`config.mk`:
```
export PLATFORM = sky130hd
export DESIGN_NAME = acc3_cpu
export DESIGN_NICKNAME = d
export VERILOG_FILES = /design/src/rtl/acc3_pkg.sv /design/src/rtl/acc3_sequencer.sv /design/src/rtl/acc3_decoder.sv /design/src/rtl/acc3_datapath.sv /design/src/rtl/acc3_cpu.sv
export SDC_FILE = /design/constraint.sdc
export NUM_CORES = 1
export LEC_CHECK = 0
export BUFFER_PORTS_ARGS = -buffer_cell sky130_fd_sc_hd__buf_2
export CORE_UTILIZATION = 40
export DETAILED_ROUTE_END_ITERATION = 10
export MAX_ROUTING_LAYER = met4
export SYNTH_ARGS = -nofsm -noshare
export SYNTH_HDL_FRONTEND = slang
export SYNTH_SLANG_ARGS = --single-unit
```
`constraint.sdc`:
```
create_clock -name clk -period 3.8 [get_ports clk]
set_clock_uncertainty 0.2 [all_clocks]
set_input_delay 0.19 -clock clk [delete_from_list [all_inputs] [get_ports clk]]
set_output_delay 0.19 -clock clk [all_outputs]
set_load 0.03 [all_outputs]
```
`src/rtl/acc3_pkg.sv`:
```
package acc3_pkg;

  localparam int OPW = 4;

  typedef enum logic [1:0] {
    PH_FETCH = 2'd0,
    PH_XFER  = 2'd1,
    PH_EXEC  = 2'd2,
    PH_HALT  = 2'd3
  } phase_t;

  typedef enum logic [OPW-1:0] {
    OP_LDA = 4'd0,
    OP_STO = 4'd1,
    OP_ADD = 4'd2,
    OP_SUB = 4'd3,
    OP_JMP = 4'd4,
    OP_JGE = 4'd5,
    OP_JNE = 4'd6,
    OP_STP = 4'd7
  } opcode_t;

  typedef enum logic [1:0] {
    ACC_KEEP = 2'd0,
    ACC_LOAD = 2'd1,
    ACC_ADD  = 2'd2,
    ACC_SUB  = 2'd3
  } acc_op_t;

  typedef struct packed {
    logic    need_read;
    logic    do_write;
    acc_op_t acc_op;
    logic    take_jump;
    logic    stop;
  } ctrl_t;

endpackage

```
`src/rtl/acc3_sequencer.sv`:
```
module acc3_sequencer
  import acc3_pkg::*;
(
  input  logic   clk,
  input  logic   rst,
  input  logic   stop,
  output phase_t phase
);

  phase_t phase_q;
  phase_t phase_d;

  always_comb begin
    phase_d = phase_q;
    case (phase_q)
      PH_FETCH: phase_d = PH_XFER;
      PH_XFER:  phase_d = PH_EXEC;
      PH_EXEC:  phase_d = stop ? PH_HALT : PH_FETCH;
      PH_HALT:  phase_d = PH_HALT;
      default:  phase_d = PH_FETCH;
    endcase
  end

  always_ff @(posedge clk) begin
    if (rst) phase_q <= PH_FETCH;
    else     phase_q <= phase_d;
  end

  assign phase = phase_q;

  // fixed three-step rhythm
  a_r2_xfer_follows_fetch: assert property (@(posedge clk) disable iff (rst)
    phase_q == PH_FETCH |=> phase_q == PH_XFER);
  a_r2_exec_follows_xfer: assert property (@(posedge clk) disable iff (rst)
    phase_q == PH_XFER |=> phase_q == PH_EXEC);
  // parked until reset
  a_r8_halt_sticky: assert property (@(posedge clk) disable iff (rst)
    phase_q == PH_HALT |=> phase_q == PH_HALT);

endmodule

```
`src/rtl/acc3_decoder.sv`:
```
module acc3_decoder
  import acc3_pkg::*;
#(
  parameter int DW = 16
) (
  input  logic [OPW-1:0] op,
  input  logic [DW-1:0]  acc,
  output ctrl_t          ctrl
);

  logic acc_neg;
  logic acc_zero;

  assign acc_neg  = acc[DW-1];
  assign acc_zero = (acc == '0);

  always_comb begin
    ctrl = '{need_read: 1'b0, do_write: 1'b0, acc_op: ACC_KEEP,
             take_jump: 1'b0, stop: 1'b0};
    case (op)
      OP_LDA: begin ctrl.need_read = 1'b1; ctrl.acc_op = ACC_LOAD; end
      OP_STO: ctrl.do_write = 1'b1;
      OP_ADD: begin ctrl.need_read = 1'b1; ctrl.acc_op = ACC_ADD; end
      OP_SUB: begin ctrl.need_read = 1'b1; ctrl.acc_op = ACC_SUB; end
      OP_JMP: ctrl.take_jump = 1'b1;
      OP_JGE: ctrl.take_jump = !acc_neg;
      OP_JNE: ctrl.take_jump = !acc_zero;
      default: ctrl.stop = 1'b1;
    endcase
  end

endmodule

```
`src/rtl/acc3_datapath.sv`:
```
module acc3_datapath
  import acc3_pkg::*;
#(
  parameter int DW = 16,
  parameter int AW = 12
) (
  input  logic           clk,
  input  logic           rst,
  input  phase_t         phase,
  input  ctrl_t          ctrl,
  input  logic [DW-1:0]  rdata,
  output logic [AW-1:0]  addr,
  output logic [DW-1:0]  wdata,
  output logic [OPW-1:0] op,
  output logic [DW-1:0]  acc
);

  localparam int OP_LSB = DW - OPW;

  logic [AW-1:0] pc_q;
  logic [DW-1:0] ir_q;
  logic [DW-1:0] din_q;
  logic [DW-1:0] acc_q;
  logic [DW-1:0] alu_y;
  logic [AW-1:0] operand;

  assign operand = ir_q[AW-1:0];
  assign op      = ir_q[DW-1:OP_LSB];

  always_comb begin
    case (ctrl.acc_op)
      ACC_LOAD: alu_y = din_q;
      ACC_ADD:  alu_y = acc_q + din_q;
      ACC_SUB:  alu_y = acc_q - din_q;
      default:  alu_y = acc_q;
    endcase
  end

  always_ff @(posedge clk) begin
    if (rst) begin
      pc_q  <= '0;
      ir_q  <= '0;
      din_q <= '0;
      acc_q <= '0;
    end else begin
      case (phase)
        PH_FETCH: begin
          ir_q <= rdata;
          pc_q <= pc_q + AW'(1);
        end
        PH_XFER: begin
          if (ctrl.need_read) din_q <= rdata;
        end
        PH_EXEC: begin
          acc_q <= alu_y;
          if (ctrl.take_jump) pc_q <= operand;
        end
        default: ;
      endcase
    end
  end

  assign addr  = (phase == PH_XFER || phase == PH_EXEC) ? operand : pc_q;
  assign wdata = acc_q;
  assign acc   = acc_q;

  // reset clears every register
  a_r1_reset_clears: assert property (@(posedge clk)
    rst |=> (pc_q == '0 && acc_q == '0 && ir_q == '0 && din_q == '0));
  // PC has advanced once the fetch is over
  a_r2_pc_steps: assert property (@(posedge clk) disable iff (rst)
    phase == PH_FETCH |=> pc_q == AW'($past(pc_q) + AW'(1)));
  // load takes the operand register
  a_r3_load_from_din: assert property (@(posedge clk) disable iff (rst)
    (phase == PH_EXEC && ctrl.acc_op == ACC_LOAD) |=> acc_q == $past(din_q));
  // add wraps modulo 2^DW
  a_r4_add_wraps: assert property (@(posedge clk) disable iff (rst)
    (phase == PH_EXEC && ctrl.acc_op == ACC_ADD) |=>
      acc_q == DW'($past(acc_q) + $past(din_q)));
  // jump lands on the operand field
  a_r6_jump_target: assert property (@(posedge clk) disable iff (rst)
    (phase == PH_EXEC && ctrl.take_jump) |=> pc_q == $past(operand));

endmodule

```
`src/rtl/acc3_cpu.sv`:
```
module acc3_cpu
  import acc3_pkg::*;
#(
  parameter int DW = 16,
  parameter int AW = 12
) (
  input  logic          clk,
  input  logic          rst,
  output logic [AW-1:0] mem_addr,
  output logic          mem_rd,
  output logic          mem_wr,
  output logic [DW-1:0] mem_wdata,
  input  logic [DW-1:0] mem_rdata,
  output logic          halted
);

  phase_t         phase;
  ctrl_t          ctrl;
  logic [OPW-1:0] op;
  logic [DW-1:0]  acc;

  acc3_sequencer u_seq (
    .clk   (clk),
    .rst   (rst),
    .stop  (ctrl.stop),
    .phase (phase)
  );

  acc3_decoder #(.DW(DW)) u_dec (
    .op   (op),
    .acc  (acc),
    .ctrl (ctrl)
  );

  acc3_datapath #(.DW(DW), .AW(AW)) u_dp (
    .clk   (clk),
    .rst   (rst),
    .phase (phase),
    .ctrl  (ctrl),
    .rdata (mem_rdata),
    .addr  (mem_addr),
    .wdata (mem_wdata),
    .op    (op),
    .acc   (acc)
  );

  assign mem_rd = (phase == PH_FETCH) || (phase == PH_XFER && ctrl.need_read);
  assign mem_wr = (phase == PH_XFER) && ctrl.do_write;
  assign halted = (phase == PH_HALT);

  // strobes never overlap
  a_r9_strobes_exclusive: assert property (@(posedge clk) disable iff (rst)
    !(mem_rd && mem_wr));
  // write strobe lasts one cycle
  a_r5_write_single: assert property (@(posedge clk) disable iff (rst)
    mem_wr |=> !mem_wr);
  // bus frozen while halted
  a_r8_bus_frozen: assert property (@(posedge clk) disable iff (rst)
    halted |=> (halted && $stable(mem_addr) && !mem_rd && !mem_wr));

endmodule

```
# --- Word level (Yosys, flattened, before mapping) ---
# Cells that the tools add are included.
classes:
  n_eq_ne: 13
  mux: 10
  reduce_logical: 16
  n_addsub: 3
ops:
  columns: ["operator", "n"]
  rows:
  - ["$pmux 16 s3", 1]
  - ["$mux 12", 2]
  - ["$pmux 12 s2", 1]
  - ["$add 16x16->16", 1]
  - ["$logic_not 16->1", 1]
  - ["$sub 16x16->16", 1]
  - ["$add 12x1->12 const B", 1]
  - ["$eq 4x3->1 const B", 3]
  - ["$eq 2x2->1 const B", 4]
  - ["$eq 4x2->1 const B", 2]
  - ["$pmux 2 s4", 1]
  - ["$reduce_or 7->1", 1]
  - ["$pmux 2 s3", 1]
  - ["$reduce_and 2->1", 3]
  - ["$eq 2x1->1 const B", 2]
  - ["$eq 4x1->1 const B", 1]
  - ["$logic_not 4->1", 1]
  - ["$pmux 1 s3", 1]
  - ["$reduce_bool 3->1", 1]
  - ["$reduce_or 3->1", 1]
  - ["$logic_and 1x1->1", 2]
  - ["$logic_not 1->1", 2]
  - ["$logic_not 2->1", 1]
  - ["$logic_or 1x1->1", 2]
  - ["other kinds (4)", 5]
word_totals:
  reg_bits: 62
  out_inout_bits: 31

# --- Longest topological paths before layout ---
depth:
  depth_word: 5
  mapped_depth: 16
  depth_no_buf: 15

# --- Modules after synthesis ---
# From an unflattened synthesis, not the netlist that was laid out.
hier_totals:
  cells_unflattened: 503
  area_unflattened_um2: 4121.5
by_module_without_submodules:
  columns: ["module", "n_inst", "seq_area_each_um2", "area_per_inst_um2", "cells_each"]
  rows:
  - ["acc3_datapath", 1, 1201.2, 3885.0, 475]
  - ["acc3_decoder", 1, 0.0, 133.9, 17]
  - ["acc3_sequencer", 1, 40.0, 77.6, 7]
  - ["acc3_cpu", 1, 0.0, 25.0, 4]

# --- Worst setup path before layout ---
# No wires, ideal clock.
synth_timing:
  path_type: "register -> register"
  start: "register u_dp.din_q[0]"
  end: "register u_dp.acc_q[14] (netlist: u_dp.acc[14])"
  required_ps: 3505
  setup_time_ps: 95
  path_slack_ps: 696
  period_less_slack_ps: 3104
  path_stages_with_launch: 15
  arrival_ps: 2808
  path_cell_list: "dfxtp_1 > inv_1 > ha_1 > nand2b_1 > nand2b_1 > or2_1 > o41ai_2 > nand2_1 > xnor2_1 > ha_1 > buf_2 > a2111o_1 > o22a_1 > xnor2_1 > a221oi_1"
synth_between:
  elab_chain_cells: 2
synth_lines:
  columns: ["element", "line_no", "rtl"]
  rows:
  - ["start: declaration", "acc3_datapath.sv:22", "logic [DW-1:0] din_q;"]
  - ["start signal: assignment", "acc3_datapath.sv:52", "if (ctrl.need_read) din_q <= rdata;"]
  - ["$sub 16x16->16 or $add 16x16->16 (tied branches)", "acc3_datapath.sv:34, acc3_datapath.sv:33", null]
  - ["$pmux 16 s3 *", "acc3_datapath.sv:31", "case (ctrl.acc_op)"]
  - ["end signal: assignment", "acc3_datapath.sv:55", "acc_q <= alu_y;"]
  - ["end: declaration", "acc3_datapath.sv:23", "logic [DW-1:0] acc_q;"]
# Every way passes the cells marked *; elsewhere a longest branch is shown, timed or not.
# A chain may end at the register's enable or synchronous reset.

# --- Final worst setup path ---
layout_timing:
  start: "register u_dp.din_q[1]"
  end: "register u_dp.acc_q[15] (netlist: u_dp.acc[15])"
# Same word-level chain as after synthesis.

==> key figures <==
Run
  • Max Cap Violations: 0

Setup path
  • Startpoint types: flip-flop
  • CP endpoint kind: flip-flop
  • WP data arrival: 3.43 ns
  • Critical path type: reg -> reg
  • WP data required: 3.80 ns
  • Crit path max fanout: 11

STA
  • Max Slew Vio Count: 0
  • Minimum clock period: 3.43 ns
  • RSZ-0062 raised after global routing: false
  • Final setup vio count: 0
  • Post-route setup TNS: 0 ns
  • Setup ws final: 0.368 ns
  • Count of final hold-check violations: 0
  • Max-slew headroom: 0.539
  • Max frequency: 0.291 GHz
  • Crit share post-route: 0.903
  • Slew @ Worst Pin: 0.692 ns

Floorplan
  • Starting Density: 0.420
  • Core area: 9420 sq um
  • Die area: 10,300 sq um
  • I/O pin total: 49
  • Die span in y: 101 um
  • Cell row count: 35
  • Die X: 101 um

Routing
  • Initial DRC Count: 168
  • Drt via density: 5.45
  • TritonRoute pass-1 iters: 5
  • DR vias: 3,728
  • Wirelength, routed: 10.3 mm
  • Antenna-violating nets left: 0
  • Drc violations: 0
  • WL per Instance: 15.1 um

Yosys
  • Share of the synthesized area in the top cell type: 0.314
  • Cell variety after synth: 58
  • Cell area after synthesis: 3950 sq um
  • FF+latch count, synth: 62
  • Syn_area_per_cell: 7.92 sq um
  • Syn. warnings: 0
  • Area contributors post-synth: dfxtp_1 (31%), ha_1 (6.6%), nand2_1 (6.6%)
  • Syn Inst Count: 499
  • Ys async rst share: 0
  • Most frequent cells after synthesis: nand2_1 (69), dfxtp_1 (62), nor2_1 (47)
  • Sequential share of the synthesized area: 0.314
  • Most numerous cell in the Yosys netlist: nand2_1
  • Top FF cell, synth: dfxtp_1
  • Post-Syn Nets: 539
  • Post-synth EDFFs: 0
  • Synth area leader: dfxtp_1

Clock network
  • Clock sinks: 62
  • Clock Path Buffers: 2
  • Clock Tree Root: clkbuf_8
  • CTS H-tree depth: 3
  • Total CTS buffers: 9
  • Worst-Skew Late Latency: 0.34 ns
  • Clk slew on worst S/H paths: 0.07 ns
  • Post-CTS Setup Inserts: 0
  • CTS tree: done

Final layout
  • Layout fillers: 945
  • # diodes: 0
  • Share of layout cells above drive strength 1: 0.155
  • Nets@finish: 591
  • Synthesis-to-finish area growth: 17.2%

Power and ir drop
  • Register share of total power: 0.311
  • Max rail drop VDD: 0.000202 V
  • Gate power share: 0.464
  • Clock share of power: 0.225
  • Net switching power: 0.00102 W
  • Internal power: 0.00151 W
  • PD cells: 547 nW/um^2
  • Pwr Total: 0.00253 W
  • Sw frac: 0.404
  • Static Leak: 1.97 nW

GRT
  • Antenna violations before repair: 0
  • Largest net degree at the start of global routing: 38
  • Grt ovf: 0
  • Vias in the first global route: 3,392
  • GRT Total Usage: 0.218
  • First-pass GRT wire length: 16.9 mm

Placement
  • Port-buffer cells: 48
  • Pre-CTS setup slack: 0.379 ns
  • RePlAce Congestion: 0.909
  • Post-DP HPWL: 7.39 mm

Worst hold path
  • Min-Delay Path Class: in -> reg

Status
  • Status: finished, final reports clean
-- cells in the final DEF, fill, tap and decap left out, drive strengths merged, types with 2 or more instances in the layout --
cell type	instances
a211oi	9
a21o	6
a21oi	43
a22o	2
a22oi	7
a311oi	2
a31o	3
a31oi	3
and3	6
buf	55
clkbuf	11
clkinv	2
dfxtp	62
dlygate4sd3	16
ha	21
inv	13
mux2	12
mux2i	19
nand2	69
nand2b	10
nand3	8
nand3b	2
nand4	4
nor2	47
nor2b	5
nor3	9
nor4	8
o211a	2
o211ai	2
o21ai	33
o21bai	2
o221ai	4
o31a	2
o31ai	7
o41ai	4
or3	2
xnor2	16
xor2	9
-- power by group through the flow --
stage	combinational [W]	sequential, W	clock [W]
finish	0.00118	0.000787	0.000570
detailed placement	0.00116	0.000802	0
floorplan	0.000918	0.000797	0
CTS	0.00117	0.000787	0.000589
global route	0.00131	0.000797	0.000606
global placement	0.00115	0.000797	0
-- metal layers --
metal  routed length [um]  GRT usage
met1                 4880      0.283
met3                  561     0.0442
met4                  118     0.0613
met2                 4750      0.343
met5                    0          -
-- cell type report --
type	instances	area, sq um	area share
Multi-Input combinational cell	394	2540	0.548
Sequential cell	62	1240	0.268
Timing Repair Buffer	71	453	0.0978
Tap cell	129	161	0.0348
Clock buffer	11	141	0.0305
Inverter	13	48.8	0.0105
Clock inverter	4	47.5	0.0103
-- state kept, by name (all words and copies together), names as in the netlist --
name,cells
u_dp.acc,16
u_dp.din_q,16
u_dp.ir_q,16
u_dp.pc_q,12
u_seq.phase,2
-- worst max-delay path, cell delays in order (launching register included) --
cell and delay (ns):
dfxtp_1 0.34, inv_1 0.08, ha_1 0.16, nand2b_1 0.08, nand2b_1 0.15, or2_1 0.24, o41ai_2 0.35, nand2_1 0.12
xnor2_1 0.15, ha_1 0.41, a21o_1 0.23, a21o_1 0.18, a211oi_1 0.23, a22oi_1 0.11, xnor2_1 0.18, o22ai_1 0.08
-- worst paths after layout --
| check | end | slack [ns] | startpoint | cells after the start |
|---|---|---|---|---|
| worst max-delay path | u_dp.acc[15] | 0.37 | u_dp.din_q[1] | 15 |
| worst min-delay path | u_dp.pc_q[2] | 0.18 | rst | 2 |
| worst max register to register | u_dp.acc[15] | 0.37 | u_dp.din_q[1] | 15 |
| worst min register to register | u_dp.din_q[15] | 0.29 | u_dp.din_q[15] | 2 |
-- stage by stage --
| step | utilization | std cells | hold slack, ns | area (sq um) |
|---|---|---|---|---|
| floorplan | - | 499 | 0.126 | 3950 |
| global placement | 0.455 | 653 | 0.250 | 4280 |
| detailed placement | 0.455 | 653 | 0.253 | 4280 |
| CTS | 0.492 | 684 | 0.169 | 4630 |
| global route | 0.492 | 684 | 0.212 | 4630 |
| finish | 0.492 | 684 | 0.182 | 4630 |
-- repair_timing --
item,in CTS,in global routing
hold buffers,16,0
endpoints found under the hold margin,32,0
resized for setup,0,0
endpoints found under the setup margin,0,0
-- logic make-up after synthesis --
kind of cell,count (synthesis),share of synthesized area
muxes,31,0.0823
xor gates and xnor gates,25,0.0554
buffers and inverters,43,0.0434
and+or+nand+nor,176,0.204
adders and majority gates,22,0.0715
AOI/OAI and AO/OA,140,0.229
DFF,62,0.314
(Power assumes the default switching activity.)
